[config.mk]
export PLATFORM = sky130hd
export DESIGN_NAME = countdown_timer
export DESIGN_NICKNAME = d
export VERILOG_FILES = /design/src/rtl/cdt_pkg.sv /design/src/rtl/cdt_bus_decode.sv /design/src/rtl/cdt_down_counter.sv /design/src/rtl/cdt_reg_file.sv /design/src/rtl/countdown_timer.sv
export SDC_FILE = /design/constraint.sdc
export NUM_CORES = 1
export LEC_CHECK = 0
export ABC_AREA = 1
export BUFFER_PORTS_ARGS = -buffer_cell sky130_fd_sc_hd__buf_2
export CAP_MARGIN = 20
export CORE_ASPECT_RATIO = 0.9
export CORE_MARGIN = 1
export CORE_UTILIZATION = 30
export CTS_CLUSTER_DIAMETER = 80
export DETAILED_ROUTE_END_ITERATION = 12
export HOLD_SLACK_MARGIN = 0.1
export PLACE_DENSITY = 0.5
export SYNTH_ARGS = -nofsm -noshare
export SYNTH_HDL_FRONTEND = slang
export SYNTH_SLANG_ARGS = --single-unit
[constraint.sdc]
create_clock -name clk -period 2 [get_ports clk]
set_input_delay 0.1 -clock clk [delete_from_list [all_inputs] [get_ports clk]]
set_output_delay 0.1 -clock clk [all_outputs]
set_load 0.02 [all_outputs]
[src/rtl/cdt_pkg.sv]
package cdt_pkg;
    localparam int REG_COUNT = 4;
    localparam int IDX_W     = 2;
    localparam int WORD_LSB  = 2;
    localparam int MAP_TOP   = WORD_LSB + IDX_W;

    typedef enum logic [IDX_W-1:0] {
        SEL_STATUS = 2'd0,
        SEL_CTRL   = 2'd1,
        SEL_PERIOD = 2'd2,
        SEL_SNAP   = 2'd3
    } reg_sel_e;

    localparam int CTL_IE    = 0;
    localparam int CTL_CONT  = 1;
    localparam int CTL_START = 2;
    localparam int CTL_STOP  = 3;

    localparam int STS_TO  = 0;
    localparam int STS_RUN = 1;
endpackage

[src/rtl/cdt_bus_decode.sv]
module cdt_bus_decode
    import cdt_pkg::*;
#(
    parameter int ADDR_W = 8,
    parameter int DATA_W = 32
) (
    input  logic              clk,
    input  logic              rst_n,
    input  logic              wr_en,
    input  logic              rd_en,
    input  logic [ADDR_W-1:0] addr,
    input  logic [DATA_W-1:0] status_word,
    input  logic [DATA_W-1:0] ctrl_word,
    input  logic [DATA_W-1:0] period_word,
    input  logic [DATA_W-1:0] snap_word,
    output logic              sts_wr,
    output logic              ctrl_wr,
    output logic              per_wr,
    output logic [DATA_W-1:0] rdata
);
    typedef struct packed {
        logic [DATA_W-1:0] rdata;
    } rd_state_t;

    rd_state_t st_d, st_q;

    logic                 mapped;
    logic [IDX_W-1:0]     idx;
    logic [REG_COUNT-1:0] hit;
    logic [DATA_W-1:0]    words [REG_COUNT];
    logic [DATA_W-1:0]    rd_word;

    // Aligned and nothing set above the four-word window
    assign mapped = (addr[WORD_LSB-1:0] == '0) && ((addr >> MAP_TOP) == '0);
    assign idx    = addr[MAP_TOP-1:WORD_LSB];

    assign words[SEL_STATUS] = status_word;
    assign words[SEL_CTRL]   = ctrl_word;
    assign words[SEL_PERIOD] = period_word;
    assign words[SEL_SNAP]   = snap_word;

    for (genvar g = 0; g < REG_COUNT; g++) begin : g_hit
        assign hit[g] = mapped && (idx == IDX_W'(g));
    end

    // Snapshot has no write strobe: writes there are dropped
    assign sts_wr  = wr_en && hit[SEL_STATUS];
    assign ctrl_wr = wr_en && hit[SEL_CTRL];
    assign per_wr  = wr_en && hit[SEL_PERIOD];

    always_comb begin
        rd_word = '0;
        for (int i = 0; i < REG_COUNT; i++) begin
            if (hit[i]) rd_word = rd_word | words[i];
        end
    end

    always_comb begin
        st_d = st_q;
        if (rd_en) st_d.rdata = rd_word;
    end

    always_ff @(posedge clk or negedge rst_n) begin
        if (!rst_n) st_q <= '0;
        else        st_q <= st_d;
    end

    assign rdata = st_q.rdata;

    AST_WR_ONEHOT: assert property (@(posedge clk) disable iff (!rst_n)
        $onehot0({sts_wr, ctrl_wr, per_wr}));
    AST_RDATA_HOLD: assert property (@(posedge clk) disable iff (!rst_n)
        !rd_en |=> $stable(rdata));
    AST_UNMAPPED_ZERO: assert property (@(posedge clk) disable iff (!rst_n)
        rd_en && !mapped |=> rdata == '0);
    AST_UNMAPPED_NO_WR: assert property (@(posedge clk) disable iff (!rst_n)
        !mapped |-> !(sts_wr || ctrl_wr || per_wr));
endmodule

[src/rtl/cdt_down_counter.sv]
module cdt_down_counter #(
    parameter int DATA_W = 32
) (
    input  logic              clk,
    input  logic              rst_n,
    input  logic              load_en,
    input  logic [DATA_W-1:0] load_val,
    input  logic              ctrl_wr,
    input  logic              start_bit,
    input  logic              stop_bit,
    input  logic              cont_mode,
    input  logic [DATA_W-1:0] reload_val,
    output logic [DATA_W-1:0] count,
    output logic              running,
    output logic              expire
);
    typedef struct packed {
        logic [DATA_W-1:0] cnt;
        logic              run;
    } cnt_state_t;

    cnt_state_t st_d, st_q;

    assign expire = st_q.run && (st_q.cnt == '0);

    always_comb begin
        st_d = st_q;
        if (expire) begin
            if (cont_mode) st_d.cnt = reload_val;
            else           st_d.run = 1'b0;
        end else if (st_q.run) begin
            st_d.cnt = st_q.cnt - 1'b1;
        end
        // A period write overrides the counting step
        if (load_en) st_d.cnt = load_val;
        // Control write decides run state; stop applied last wins
        if (ctrl_wr) begin
            if (start_bit) st_d.run = 1'b1;
            if (stop_bit)  st_d.run = 1'b0;
        end
    end

    always_ff @(posedge clk or negedge rst_n) begin
        if (!rst_n) st_q <= '0;
        else        st_q <= st_d;
    end

    assign count   = st_q.cnt;
    assign running = st_q.run;

    AST_DECREMENT: assert property (@(posedge clk) disable iff (!rst_n)
        running && count != '0 && !load_en |=> count == $past(count) - 1'b1);
    AST_ONESHOT_HALT: assert property (@(posedge clk) disable iff (!rst_n)
        expire && !cont_mode && !ctrl_wr && !load_en |=> !running && count == '0);
    AST_CONT_RELOAD: assert property (@(posedge clk) disable iff (!rst_n)
        expire && cont_mode && !load_en && !ctrl_wr |=> running && count == $past(reload_val));
    AST_STOP_WINS: assert property (@(posedge clk) disable iff (!rst_n)
        ctrl_wr && stop_bit |=> !running);
    AST_PERIOD_LOAD: assert property (@(posedge clk) disable iff (!rst_n)
        load_en |=> count == $past(load_val));
endmodule

[src/rtl/cdt_reg_file.sv]
module cdt_reg_file
    import cdt_pkg::*;
#(
    parameter int DATA_W = 32
) (
    input  logic              clk,
    input  logic              rst_n,
    input  logic              sts_wr,
    input  logic              ctrl_wr,
    input  logic              per_wr,
    input  logic [DATA_W-1:0] wdata,
    input  logic              expire,
    input  logic              running,
    output logic [DATA_W-1:0] ctrl_word,
    output logic [DATA_W-1:0] period_word,
    output logic [DATA_W-1:0] status_word,
    output logic              irq
);
    typedef struct packed {
        logic [DATA_W-1:0] ctrl;
        logic [DATA_W-1:0] period;
        logic              tmo;
    } reg_state_t;

    reg_state_t st_d, st_q;

    always_comb begin
        st_d = st_q;
        if (ctrl_wr) st_d.ctrl   = wdata;
        if (per_wr)  st_d.period = wdata;
        // Expiry set outranks an acknowledge on the same edge
        if (expire)      st_d.tmo = 1'b1;
        else if (sts_wr) st_d.tmo = 1'b0;
    end

    always_ff @(posedge clk or negedge rst_n) begin
        if (!rst_n) st_q <= '0;
        else        st_q <= st_d;
    end

    always_comb begin
        status_word          = '0;
        status_word[STS_TO]  = st_q.tmo;
        status_word[STS_RUN] = running;
    end

    assign ctrl_word   = st_q.ctrl;
    assign period_word = st_q.period;
    assign irq         = st_q.tmo && st_q.ctrl[CTL_IE];

    AST_TO_SET: assert property (@(posedge clk) disable iff (!rst_n)
        expire |=> status_word[STS_TO]);
    AST_ACK_DROPS_IRQ: assert property (@(posedge clk) disable iff (!rst_n)
        sts_wr && !expire |=> !irq);
    AST_IRQ_CAUSE: assert property (@(posedge clk) disable iff (!rst_n)
        $rose(irq) |-> $past(expire) || $past(ctrl_wr));
    AST_CTRL_STORE: assert property (@(posedge clk) disable iff (!rst_n)
        ctrl_wr |=> ctrl_word == $past(wdata));
endmodule

[src/rtl/countdown_timer.sv]
module countdown_timer
    import cdt_pkg::*;
#(
    parameter int ADDR_W = 8,
    parameter int DATA_W = 32
) (
    input  logic              clk,
    input  logic              rst_n,
    input  logic              bus_wr,
    input  logic              bus_rd,
    input  logic [ADDR_W-1:0] bus_addr,
    input  logic [DATA_W-1:0] bus_wdata,
    output logic [DATA_W-1:0] bus_rdata,
    output logic              irq
);
    logic              sts_wr, ctrl_wr, per_wr;
    logic [DATA_W-1:0] status_word, ctrl_word, period_word, count;
    logic              running, expire;

    cdt_bus_decode #(.ADDR_W(ADDR_W), .DATA_W(DATA_W)) u_bus (
        .clk         (clk),
        .rst_n       (rst_n),
        .wr_en       (bus_wr),
        .rd_en       (bus_rd),
        .addr        (bus_addr),
        .status_word (status_word),
        .ctrl_word   (ctrl_word),
        .period_word (period_word),
        .snap_word   (count),
        .sts_wr      (sts_wr),
        .ctrl_wr     (ctrl_wr),
        .per_wr      (per_wr),
        .rdata       (bus_rdata)
    );

    cdt_reg_file #(.DATA_W(DATA_W)) u_regs (
        .clk         (clk),
        .rst_n       (rst_n),
        .sts_wr      (sts_wr),
        .ctrl_wr     (ctrl_wr),
        .per_wr      (per_wr),
        .wdata       (bus_wdata),
        .expire      (expire),
        .running     (running),
        .ctrl_word   (ctrl_word),
        .period_word (period_word),
        .status_word (status_word),
        .irq         (irq)
    );

    cdt_down_counter #(.DATA_W(DATA_W)) u_cnt (
        .clk        (clk),
        .rst_n      (rst_n),
        .load_en    (per_wr),
        .load_val   (bus_wdata),
        .ctrl_wr    (ctrl_wr),
        .start_bit  (bus_wdata[CTL_START]),
        .stop_bit   (bus_wdata[CTL_STOP]),
        .cont_mode  (ctrl_word[CTL_CONT]),
        .reload_val (period_word),
        .count      (count),
        .running    (running),
        .expire     (expire)
    );

    AST_RESET_IDLE: assert property (@(posedge clk)
        $rose(rst_n) |-> !irq && !running && count == '0);
endmodule

* Word-level counts from Yosys, hierarchy flattened
Cells that the tools add are included.
** Word-level totals
- Latch bits :: 0
- Input bits :: 44
- Logic and storage cells :: 46
- Memories kept :: 0
- ROM bits :: 0
- Flip-flop bits (word level) :: 130
- Output and inout port bits :: 33
- Bits in writable memories :: 0
** Operators by class
- Divide/modulo/power cells :: 0
- Shift-type cells :: 0
- Equal/unequal tests :: 4
- Bitwise operators :: 3
- Add/sub/neg operators :: 1
- Multipliers :: 0
- Multiplexer cells :: 15
- $lt $le $gt $ge :: 0
- Reduce and logical (&&, ||, !) cells :: 17
** Operators by type and width (number)
- $mux W32 :: 7
- $or A32 B32 Y32 :: 3
- $logic_not A32 Y1 :: 1
- $sub A32 B1 Y32 const B :: 1
- $logic_and A1 B1 Y1 :: 10
- $logic_not A8 Y1 :: 1
- $mux W1 :: 7
- $eq A2 B2 Y1 const B :: 2
- $logic_not A2 Y1 :: 2
- $ne A3 B2 Y1 const B :: 1
- $reduce_bool A3 Y1 :: 1
- $eq A2 B1 Y1 const B :: 1
- $mux W2 :: 1
- $reduce_and A2 Y1 :: 1
- $reduce_bool A2 Y1 :: 1

* Longest topological paths before layout
Gate-level depths: netlist of run 1.
- Word-level depth :: 10
- Gate-level depth with buffers :: 12
- Gate-level depth less buffers :: 12

* Hierarchy
A second synthesis of run 1 with hierarchy kept.
** Second synthesis, totals
- Cells, all modules :: 1212
- Area total of the unflattened synthesis :: 8380.5 um2
** Modules (own cells, without submodules)
- cdt_down_counter :: instances 1, area each 3020.4 um2, seq. area each 825.8 um2, cells each 529
- cdt_reg_file :: instances 1, area each 2793.9 um2, seq. area each 1626.6 um2, cells each 311
- cdt_bus_decode :: instances 1, area each 2566.2 um2, seq. area each 800.8 um2, cells each 372

* Worst setup path before layout of run 1
No wires, ideal clock.
- Path kind :: register to register
- Start point :: reg u_cnt.st_q (netlist bit u_cnt.count[0])
- End point :: reg u_cnt.st_q (netlist bit u_cnt.count[4])
- Cell stages (with the launch flop) :: 13
- Arrival time :: 1.711 ns
- Clock period less this slack :: 1.836 ns
- Library setup time :: 0.125 ns
- Required time :: 1.875 ns
- Buffers on the path :: 1
- Slack :: 0.164 ns
- Cells stage by stage :: dfrtp_1 -> inv_1 -> ha_1 -> nand2_2 -> nor2_4 -> nand3_1 -> nor2_2 -> nand2_1 -> nand2_1 -> inv_2 -> buf_4 -> nand3_1 -> nand3_1
** On the way
- Cells in the longest elaborated chain, start to end :: 4
- Elaborated cells between the ends (all ways) :: 9
- Those cells by class :: add/sub (1); eq/ne (1); mux (3); reduce/logical (4)
** RTL lines
- start: declaration :: RTL line cdt_down_counter.sv:22 : cnt_state_t st_d, st_q;
- start signal: assignment :: RTL line cdt_down_counter.sv:45 : else st_q <= st_d;
- $sub A32 B1 Y32 or $logic_not A32 Y1 (tied branches) :: RTL line cdt_down_counter.sv:32, cdt_down_counter.sv:24
- $mux W32 or $logic_and A1 B1 Y1 (tied branches) :: RTL line cdt_down_counter.sv:31, cdt_down_counter.sv:24
- $mux W32, or another cell as far along :: RTL line cdt_down_counter.sv:28 : if (expire) begin
- $mux W32 or $reduce_and A2 Y1 (tied branches)
Parallel ways exist; a longest one is shown, timed or not. The select of a mux whose other input is x is not followed.
A chain may end at the register's enable or synchronous reset.

* Final worst setup path of run 1
- Start point :: reg u_cnt.st_q (netlist bit u_cnt.count[9])
- End point :: reg u_cnt.st_q (netlist bit u_cnt.count[31])
The elaborated chain is that of the path after synthesis.

==> results of run 1 <==
==> cell usage after synthesis (all sizes together) (8+ instances only) <==
master	number	area (um2)
a21oi	36	180
a31oi	17	106
buf	25	134
clkbuf	18	67.6
dfrtp	130	3250
inv	77	289
nand2	353	1330
nand3	84	420
nand4	18	128
nor2	106	433
o21ai	62	310
o22ai	11	68.8
xor2	8	70.1
==> logic make-up (layout without fill, tap and decap cells) <==
logic type	after synthesis	in the layout	synth area share (%)
flip-flops	130	130	46.9
AND/OR/NAND/NOR	569	569	34.2
adder cells (fa/ha/maj)	1	1	0.180
buffers and inverters	121	296	7.13
AO/OA/AOI/OAI	131	131	10.2
XOR/XNOR	11	11	1.39
==> routing by layer <==
| layer | track usage, % | vias to the layer above | part of all wire, % | routed length [um] |
|---|---|---|---|---|
| li1 | - | 3442 | - | - |
| met1 | 27.5 | 3182 | 50 | 11000 |
| met2 | 30.9 | 139 | 45 | 9910 |
| met3 | 3.92 | 27 | 3.7 | 829 |
| met4 | 5.71 | 0 | 1.6 | 357 |
| met5 | 0 | - | 0 | 0 |
==> stage by stage <==
step	std cells	setup WS (ns)	setup TNS, ns	cell area (um2)
after global routing	1435	0.00115	0	9030
after detailed placement	1368	0.0266	0	8100
final	1435	0.119	0	9030
after floorplan	963	0.164	0	6940
after CTS	1434	0.0104	0	8970
after global placement	1368	-0.00144	-0.00144	8100
==> flip-flops by register name (all words and copies together) (netlist names) <==
register and flops:
u_bus.rdata 32, u_cnt.count 32, u_regs.ctrl_word 32, u_regs.period_word 32, u_cnt.running 1, u_regs.status_word 1
==> report_power, final <==
part	leakage [nW]	internal (mW)	switching, mW
Clock	0.255	1.66	1.14
Combinational	2.79	0.968	1.43
Sequential	1.60	2.95	0.267
Total	4.64	5.57	2.84
==> worst max-delay path: cells and delay by family (launching register included) <==
kind,cells,cell delay [ns]
buffers and inverters,1,0.16
AO/OA/AOI/OAI,1,0.19
flip-flops,1,0.39
AND/OR/NAND/NOR,9,1.02
==> final cells by class <==
type                            count  share of cell area [%]
Sequential cell                   130                    36.0
Multi-Input combinational cell    712                    35.9
Timing Repair Buffer              188                    15.0
Clock buffer                       24                    5.33
Tap cell                          297                    4.11
Inverter                           78                    3.27
Clock inverter                      6                   0.360
==> worst paths after layout <==
path,endpoint,slack (ns),cells past startpoint
max in group asynchronous,u_regs.ctrl_word[9],1.20,3
hold / removal,u_regs.period_word[10],0.13,5
setup reg to reg,u_cnt.count[31],0.12,11
hold reg to reg,u_regs.ctrl_word[4],0.48,2
min in group asynchronous,u_regs.ctrl_word[19],0.16,2
setup / recovery,u_cnt.count[31],0.12,11
==> timing repair <==
action,in CTS,in global routing
resized for setup,0,17
hold buffers,36,0
setup endpoints to repair,0,32
setup buffers,0,1
hold endpoints to repair,222,0
==> results.md, run 1 <==
- Setup CP Type: register to register
- Most used cell, CP: nand2_1
- PD cells: approximately 930 nW/um2
- # setup viols final: 0
- Fin. Hold Viols: 0
- Vias per cell: around 4.7
- Final ANT Viol Nets: 0
- Syn Nets: between 1k and 1.5k
- Status: finished, final reports clean
- Critical-path cell list: buf_4 -> nor2_1 -> nand2_1 -> nor2_1 -> nand2_1 -> o21ai_0 -> nand2_1 -> nand3_1 -> nand2_1 -> nand2_1 -> nand2_1
- Total CTS buffers: 17
- Worst hold margin: 0.125 ns
- Worst Path Required: ~2.3 ns
- Slew @ Worst Pin: 0.479 ns
- Total chip power: roughly 8.4 mW
- CP Max Fanout: 4
- Tcrit/Tclk final: 94.1%
- Layout Nets: about 1.2k
- Crit-path max cell delay: 0.39 ns
- Post-route minimum period: around 1.9 ns
- IO Port Bufs: between 70 and 80
- CP Launch Point: u_cnt.count[9]
- Core area: around 23000 um2
- # IOs: just under 80
- Clock transition at the registers of the reported paths: roughly 0.06 ns
- DR DRC count: 0
- Total global-route track usage: 19.8%
- Sink Count: 130
- Multi-input logic area: roughly 3200 um2
- # H-tree levels: 4
- Critical Path Source Type: register
- Fill count: 2402
- Area grow syn2layout: 30.3%
- Fraction of layout cells with a size suffix above 1: between 15 and 20%
- Hold Crit Start: bus_addr[0]
- Sequential-to-total area share from yosys stat: around 47%
- Max_slew headroom: about two thirds
- Routed WL: about 22000 um
- Initial DRC count: about 380
- ANT cells: 0
- Grt total ovfl: 0
- Crit path max-delay cell type: dfrtp_1
- FMAX: about 530 MHz
- Commonest cells after routing, fill and taps aside: nand2_1 (350), dfrtp_1 (129), nor2_1 (90), nand3_1 (83), buf_2 (75)
- Pin count of the biggest net entering global routing: 55
- First-pass iteration count of the detailed router: 5
- Root buffer cell: clkbuf_16
- Rows: 52
- Reg-to-reg startpoint: u_cnt.count[9]
- Chip Height: between 100 and 150 um
- Die area: roughly 24000 um2
- Dpl hpwl: roughly 16000 um
- Final clock skew: between 0.008 and 0.009 ns
- RSZ-0062 raised after global routing: no
- Crit path DAT: 2.19 ns
- Initial antenna violation count: 0
- Leakage: roughly 4.6 nW
- Fraction of registers with async set/reset: 100%
- Clock latency on the worst-skew pair: 0.42 ns
- Clock buffer depth: 2
- Synthesized netlist cell count: 963
- Max rail drop VDD: 0.554 mV
- Vias in the first global route: about 6.7k
- Most common cell after layout, fill and taps aside: nand2_1
- Post-layout util: between 40% and 50%
- Initial core utilization: 30.7%
- Avg WL per Cell: approximately 15 um
- Post-Syn Area per Cell: approximately 7 um2
- Reg area: 3250 um2
- Post-synth EDFFs: 0
- Die X-Extent: 162 um
- Synth cell types: 30
- Final Max Tran Viols: 0
- Worst Setup End Kind: register
- Cell area after synthesis: 6940 um2
- Number of max-cap violations: 0
- Final RePlAce weighted congestion: 0.907
- DR vias: between 6k and 7k
- First-pass GRT wire length: roughly 36000 um
- Yosys Warn Count: 0
- Worst hold path class: primary input to register
- TritonCTS clock tree: done
- #FFs+latches synth: 130
- Synth Flop Type: dfrtp_1
No activity file was read; power rests on OpenSTA's default activity.
==> run 2, diff against run 1 <==
Settings changed: ABC_AREA 1 to default.
==> results.md, run 2 <==
- # setup viols final: 20 (+20)
- Crit path DAT: 2.45 ns (+0.26 ns)
- Slack of the worst reg-to-reg path: -0.09 ns (-0.21 ns)
- Root buffer cell: clkbuf_16
- Synth Flop Type: dfrtp_1
- Total CTS buffers: 17 (unchanged)
- Main area contributors after synthesis: dfrtp_1 (48%), mux2_2 (10%), nand2_1 (7.4%)
- Crit path depth: 6 (-5)
- Die area: 23400 um2 (-1.4%)
- Die X-Extent: 161 um (-0.70%)
- Synth area leader: dfrtp_1
- Crit path max-delay cell type: or4_4
- Final RePlAce weighted congestion: 0.883 (-2.7%)
- WL met3: 1050 um (+26%)
- Max_slew headroom: 66.9% (-1.1 points)
- Sink Count: 130 (unchanged)
- Slew @ Worst Pin: 0.496 ns (+0.0172 ns)
- Initial core utilization: 30.5% (-0.26 points)
- Wl on met1: 10900 um (-1.2%)
- # H-tree levels: 4 (unchanged)
- IO Port Bufs: 76 (unchanged)
- Post-synth EDFFs: 0 (unchanged)
- Critical-path cell list: or4_4 -> nor4_4 -> nand3_2 -> or4_1 -> o21ai_1 -> a22o_1
- Total chip power: 8.40 mW (-0.10%)
- First-pass GRT wire length: 36100 um (-0.70%)
- Crit-path max cell delay: 0.57 ns (+0.18 ns)
- Post-route minimum period: 2.09 ns (+0.210 ns)
- #FFs+latches synth: 130 (unchanged)
- RSZ-0062 raised after global routing: yes
- Syn Nets: 746 (-26%)
- Setup TNS: -0.583 ns (-0.583 ns)
- Layout Nets: 981 (-16%)
- Fraction of layout cells with a size suffix above 1: 41.4% (+23 points)
- Sequential-to-total area share from yosys stat: 47.6% (+0.67 points)
- Worst Setup End Kind: register
- Area grow syn2layout: 46.8%
- CP Launch Point: u_cnt.count[19]
- DR DRC count: 0 (unchanged)
- Reg-to-reg startpoint: u_cnt.count[19]
- Final clock skew: 0.00694 ns (-0.00191 ns)
- Clock buffer depth: 2 (unchanged)
- First-pass iteration count of the detailed router: 5 (unchanged)
- Worst path bufs/invs: 0 (-1)
- Worst Path Required: 2.36 ns (+0.05 ns)
- DR vias: 6346 (-6.5%)
- Avg WL per Cell: 17.8 um (+15%)
- PD cells: 837 nW/um2 (-10%)
- Most common cell after layout, fill and taps aside: dfrtp_1
- Synthesized netlist cell count: 701 (-27%)
- Setup CP Type: register to register
- Initial antenna violation count: 0 (unchanged)
- Top-count cell post-synth: nand2_1
- Yosys Warn Count: 0 (unchanged)
- Pin count of the biggest net entering global routing: 51 (-7.3%)
- Hold Crit Start: bus_rd
- ANT cells: 0 (unchanged)
- Critical Path Source Type: register
- Initial DRC count: 362 (-4.2%)
- WL met2: 9950 um (+0.33%)
- Min setup slack post-route: -0.0908 ns (-0.210 ns)
- Top routing layer in use: met4
- Post-Syn Area per Cell: 9.75 um2 (+35%)
- # IOs: 77 (unchanged)
- Vias per cell: 5.10 (+7.7%)
- Dpl hpwl: 15500 um (-4.3%)
- Core area: 22400 um2 (-0.58%)
- Leakage: 4.66 nW (+0.36%)
- Cell area after synthesis: 6840 um2 (-1.4%)
- Max rail drop VDD: 0.494 mV (-11%)
- Post-synth top cells: nand2_1 (134), dfrtp_1 (130), mux2_2 (61)
- FMAX: 478 MHz (-10%)
- Total global-route track usage: 19.8% (+0.077 points)
- CP top delay family: simple AND/OR/NAND/NOR gates
- Synth top area share: 47.6% (+0.67 points)
- Status: finished with violations
- Crit Reg-Reg Endpoint: u_cnt.count[31]
- Commonest cells after routing, fill and taps aside: dfrtp_1 (129), nand2_1 (127), buf_4 (119), buf_2 (75), mux2_2 (61)
- FF-to-FF path depth: 6 (-5)
- Tcrit/Tclk final: 105% (+10 points)
- Final Max Tran Viols: 0 (unchanged)
- TritonCTS clock tree: done
- Grt total ovfl: 0 (unchanged)
- Fin. Hold Viols: 0 (unchanged)
- Worst hold path class: primary input to register
- Rows: 52 (unchanged)
- Failing checks: negative setup slack
- Synth cell types: 71 (+140%)
- Fraction of registers with async set/reset: 100% (unchanged)
- Routed WL: 22100 um (about the same)
- CP Max Fanout: 3 (-1)
- CP endpoint: u_cnt.count[31]
- Final ANT Viol Nets: 0 (unchanged)
- Vias in the first global route: 6432 (-4.4%)
- Clock transition at the registers of the reported paths: 0.06 ns (about the same)
- Clock latency on the worst-skew pair: 0.42 ns (about the same)
- Chip Height: 145 um (-0.70%)
- Number of max-cap violations: 0 (unchanged)
run 2: final cells by class:
| type | count | area (um2) |
|---|---|---|
| Fill cell | 2201 | 12400 |
| Sequential cell | 130 | 3250 |
| Timing Repair Buffer | 258 | 2010 |
| Clock buffer | 21 | 470 |
| Clock inverter | 10 | 180 |
| Tap cell | 297 | 372 |
| Multi-Input combinational cell | 486 | 3590 |
| Inverter | 43 | 161 |
run 2: stage by stage:
step           utilization, %  cells  instance area [um2]  hold slack (ns)  setup WS (ns)
3_5_place_dp             37.3   1149                 8380           0.0915         -0.206
5_1_grt                  44.7   1245                10000            0.138         -0.197
6_report                 44.7   1245                10000            0.127        -0.0908
2_1_floorplan               -    701                 6860           -0.196        -0.0425
3_3_place_gp             37.3   1149                 8380           0.0930         -0.173
4_1_cts                  43.5   1230                 9760            0.126         -0.106
run 2: power by group:
group          internal, mW  switching (mW)
sequential             2.83           0.178
clock                  2.30            1.17
combinational         0.978           0.951
total                  6.10            2.30
run 2: repair_timing:
item	4_1_cts	5_1_grt
setup endpoints to repair	32	32
resized for setup	59	45
hold buffers	34	0
pin swaps	28	29
gates cloned	0	1
endpoints found under the hold margin	226	0
setup buffers	16	14
run 2: per-layer routing:
layer / vias up / global-route usage [%]
met5: - / 0
met4: 0 / 4.72
met3: 14 / 4.29
met2: 146 / 30.2
met1: 3174 / 28.5
li1: 3012 / -
run 2: worst min-delay path by stage:
stage / end / slack [ns] / cells after the start
final: u_bus.rdata[28] / 0.13 / 2
after global routing: u_bus.rdata[20] / 0.14 / 2
after CTS: u_bus.rdata[20] / 0.13 / 2
after detailed placement: u_bus.rdata[3] / 0.09 / 1
after global placement: u_bus.rdata[3] / 0.09 / 1
after floorplan: u_bus.rdata[0] / -0.20 / 0
run 2: cell families (layout without fill, tap and decap cells):
logic type                 after synthesis  after routing  synth area share, %
AOI/OAI and AO/OA                      168            168                 16.7
xor gates and xnor gates                 6              6                0.769
adders and majority gates                1              1                0.183
buffers and inverters                   85            332                 4.98
DFF                                    130            130                 47.6
muxes                                   65             65                 11.0
and+or+nand+nor                        246            246                 18.8
==> run 3, diff against run 2 <==
Settings changed: CORE_UTILIZATION 30 to 59, PLACE_DENSITY 0.5 to 0.84.
==> results.md, run 3 (synthesis gave the netlist of run 2 again) <==
- Status: finished with violations
- Failing checks: negative setup slack
- Met2 usage: 63.0% (+33 points)
- Finished Cell Area: 9820 um2 (-2.2%)
- Rows: 36 (-31%)
- Fraction of layout cells with a size suffix above 1: 42.4% (+1.1 points)
- Min setup slack post-route: -0.308 ns (-0.217 ns)
- Avg WL per Cell: 22.8 um (+28%)
- DR DRC count: 0 (unchanged)
- Initial antenna violation count: 0 (unchanged)
- CP Max Fanout: 3 (unchanged)
- Layout Nets: 979 (-0.20%)
- Busiest grt layer: met2
- Total global-route track usage: 39.8% (+20 points)
- Met1 usage: 52.8% (+24 points)
- Final ANT Viol Nets: 0 (unchanged)
- Initial DRC count: 933 (+160%)
- Core area: 11000 um2 (-51%)
- Routed WL: 25100 um (+13%)
- FF-to-FF path depth: 7 (+1)
- Crit path max-delay cell type: or4_4
- Total CTS buffers: 17 (unchanged)
- PD cells: 827 nW/um2 (-1.2%)
- Max_slew headroom: 66.3% (-0.62 points)
- Worst hold path class: primary input to async pin
- Root buffer cell: clkbuf_16
- Clock transition at the registers of the reported paths: 0.06 ns (about the same)
- Commonest cells after routing, fill and taps aside: nand2_1 (125), dfrtp_1 (125), buf_4 (106), buf_2 (75), mux2_2 (61)
- Die area: 12000 um2 (-49%)
- # IOs: 77 (unchanged)
- Final clock skew: 0.0121 ns (+0.00516 ns)
- Final RePlAce weighted congestion: 0.964 (+9.3%)
- TritonCTS clock tree: done
- Vias per cell: 6.57 (+29%)
- Setup CP Type: register to register
- Crit Reg-Reg Endpoint: u_cnt.count[31]
- Post-layout util: 89.0% (+44 points)
- First-pass iteration count of the detailed router: 6 (+1)
- First-pass GRT wire length: 36200 um (+0.44%)
- Critical Path Source Type: register
- Max rail drop VDD: 0.690 mV (+40%)
- Crit-path max cell delay: 0.56 ns (about the same)
- Chip Height: 104 um (-28%)
- Worst Path Required: 2.36 ns (about the same)
- Worst hold margin: 0.166 ns (+0.0390 ns)
- Placed Area: 8220 um2 (-2.0%)
- Leakage: 4.57 nW (-1.8%)
- # H-tree levels: 4 (unchanged)
- CP endpoint: u_cnt.count[31]
- Vias in the first global route: 7023 (+9.2%)
- RSZ-0062 raised after global routing: yes
- ANT cells: 0 (unchanged)
- Grt total ovfl: 0 (unchanged)
- Fin. Hold Viols: 0 (unchanged)
- Crit path DAT: 2.66 ns (+0.21 ns)
- Clock buffer depth: 2 (unchanged)
- GR Util met3: 8.57% (+4.3 points)
- Pin count of the biggest net entering global routing: 49 (-3.9%)
- Worst Setup End Kind: register
- Slew @ Worst Pin: 0.501 ns (+0.00471 ns)
- Clock latency on the worst-skew pair: 0.43 ns (about the same)
- Dpl hpwl: 14500 um (-6.6%)
- Tcrit/Tclk final: 115% (+11 points)
- Number of max-cap violations: 0 (unchanged)
- Critical-path cell list: buf_6 -> or4_4 -> nor4_4 -> nand3_1 -> or4_1 -> o21ai_1 -> a22o_1
- CP Launch Point: u_cnt.count[18]
- Final Max Tran Viols: 0 (unchanged)
- Sink Count: 130 (unchanged)
- Initial core utilization: 62.0% (+31 points)
- # setup viols final: 32 (+60%)
- Reg-to-reg startpoint: u_cnt.count[18]
- Post-route minimum period: 2.31 ns (+0.217 ns)
- FMAX: 433 MHz (-9.4%)
- IO Port Bufs: 76 (unchanged)
- Die X-Extent: 115 um (-28%)
- Area grow syn2layout: 43.6%
- Slack of the worst reg-to-reg path: -0.31 ns (-0.22 ns)
- DR vias: 7219 (+14%)
## run 3: cell types whose count changed in the layout (fill, tap and decap cells not counted), moves of 5 or more
cell     delta
a21oi_1     -5
a21oi_2     +6
buf_4      -13
buf_6      +10
## run 3: layout make-up
type	count	area, um2
Clock buffer	21	460
Clock inverter	11	87.6
Fill cell	488	1210
Inverter	43	161
Multi-Input combinational cell	486	3620
Sequential cell	130	3260
Tap cell	152	190
Timing Repair Buffer	256	2040
## run 3: worst min-delay path by stage
| stage | slack, ns | from | endpoint | cells past startpoint |
|---|---|---|---|---|
| floorplan | -0.20 | rst_n | u_bus.rdata[0] | 0 |
| global route | 0.19 | rst_n | u_regs.period_word[3] | 2 |
| detailed placement | 0.06 | rst_n | u_regs.ctrl_word[3] | 1 |
| CTS | 0.16 | rst_n | u_cnt.count[2] | 2 |
| finish | 0.17 | rst_n | u_regs.period_word[3] | 2 |
| global placement | 0.06 | rst_n | u_regs.ctrl_word[3] | 1 |
## run 3: timing repair
action                     4_1_cts  5_1_grt
gates cloned                     1        0
gates resized for setup         30       96
hold endpoints to repair       222        0
setup endpoints to repair       33       33
buffers inserted                14       17
hold buffers                    34        0
pin swaps                       14       47
## run 3: through the flow
stage / total power, mW / setup slack (ns) / std cells / setup TNS [ns]
floorplan: 3.82 / -0.0425 / 701 / -0.292
global placement: 4.53 / -0.234 / 1005 / -4.53
detailed placement: 4.60 / -0.289 / 1005 / -6.32
CTS: 7.64 / -0.163 / 1086 / -3.05
global route: 8.37 / -0.343 / 1099 / -6.12
finish: 8.12 / -0.308 / 1099 / -3.03
## run 3: worst max-delay path, delay by kind of cell, from the launching register on
kind            cells  cell delay, ns
buf+inv             1            0.12
compound gates      2            0.41
simple gates        4            1.27
flops               1            0.43
## run 3: power breakdown
| part | total, mW | internal [mW] | switching (mW) |
|---|---|---|---|
| registers | 3.04 | 2.83 | 0.206 |
| clock network | 2.93 | 1.75 | 1.17 |
| logic | 2.15 | 1.04 | 1.11 |
| total | 8.12 | 5.62 | 2.49 |
## run 3: metal layers
layer  share of wire (%)  routed length [um]  vias up
li1                    -                   -     3003
met1                  38                9410     3539
met2                  47               11900      555
met3                  11                2760      122
met4                 4.2                1060        0
met5                   0                   0        -
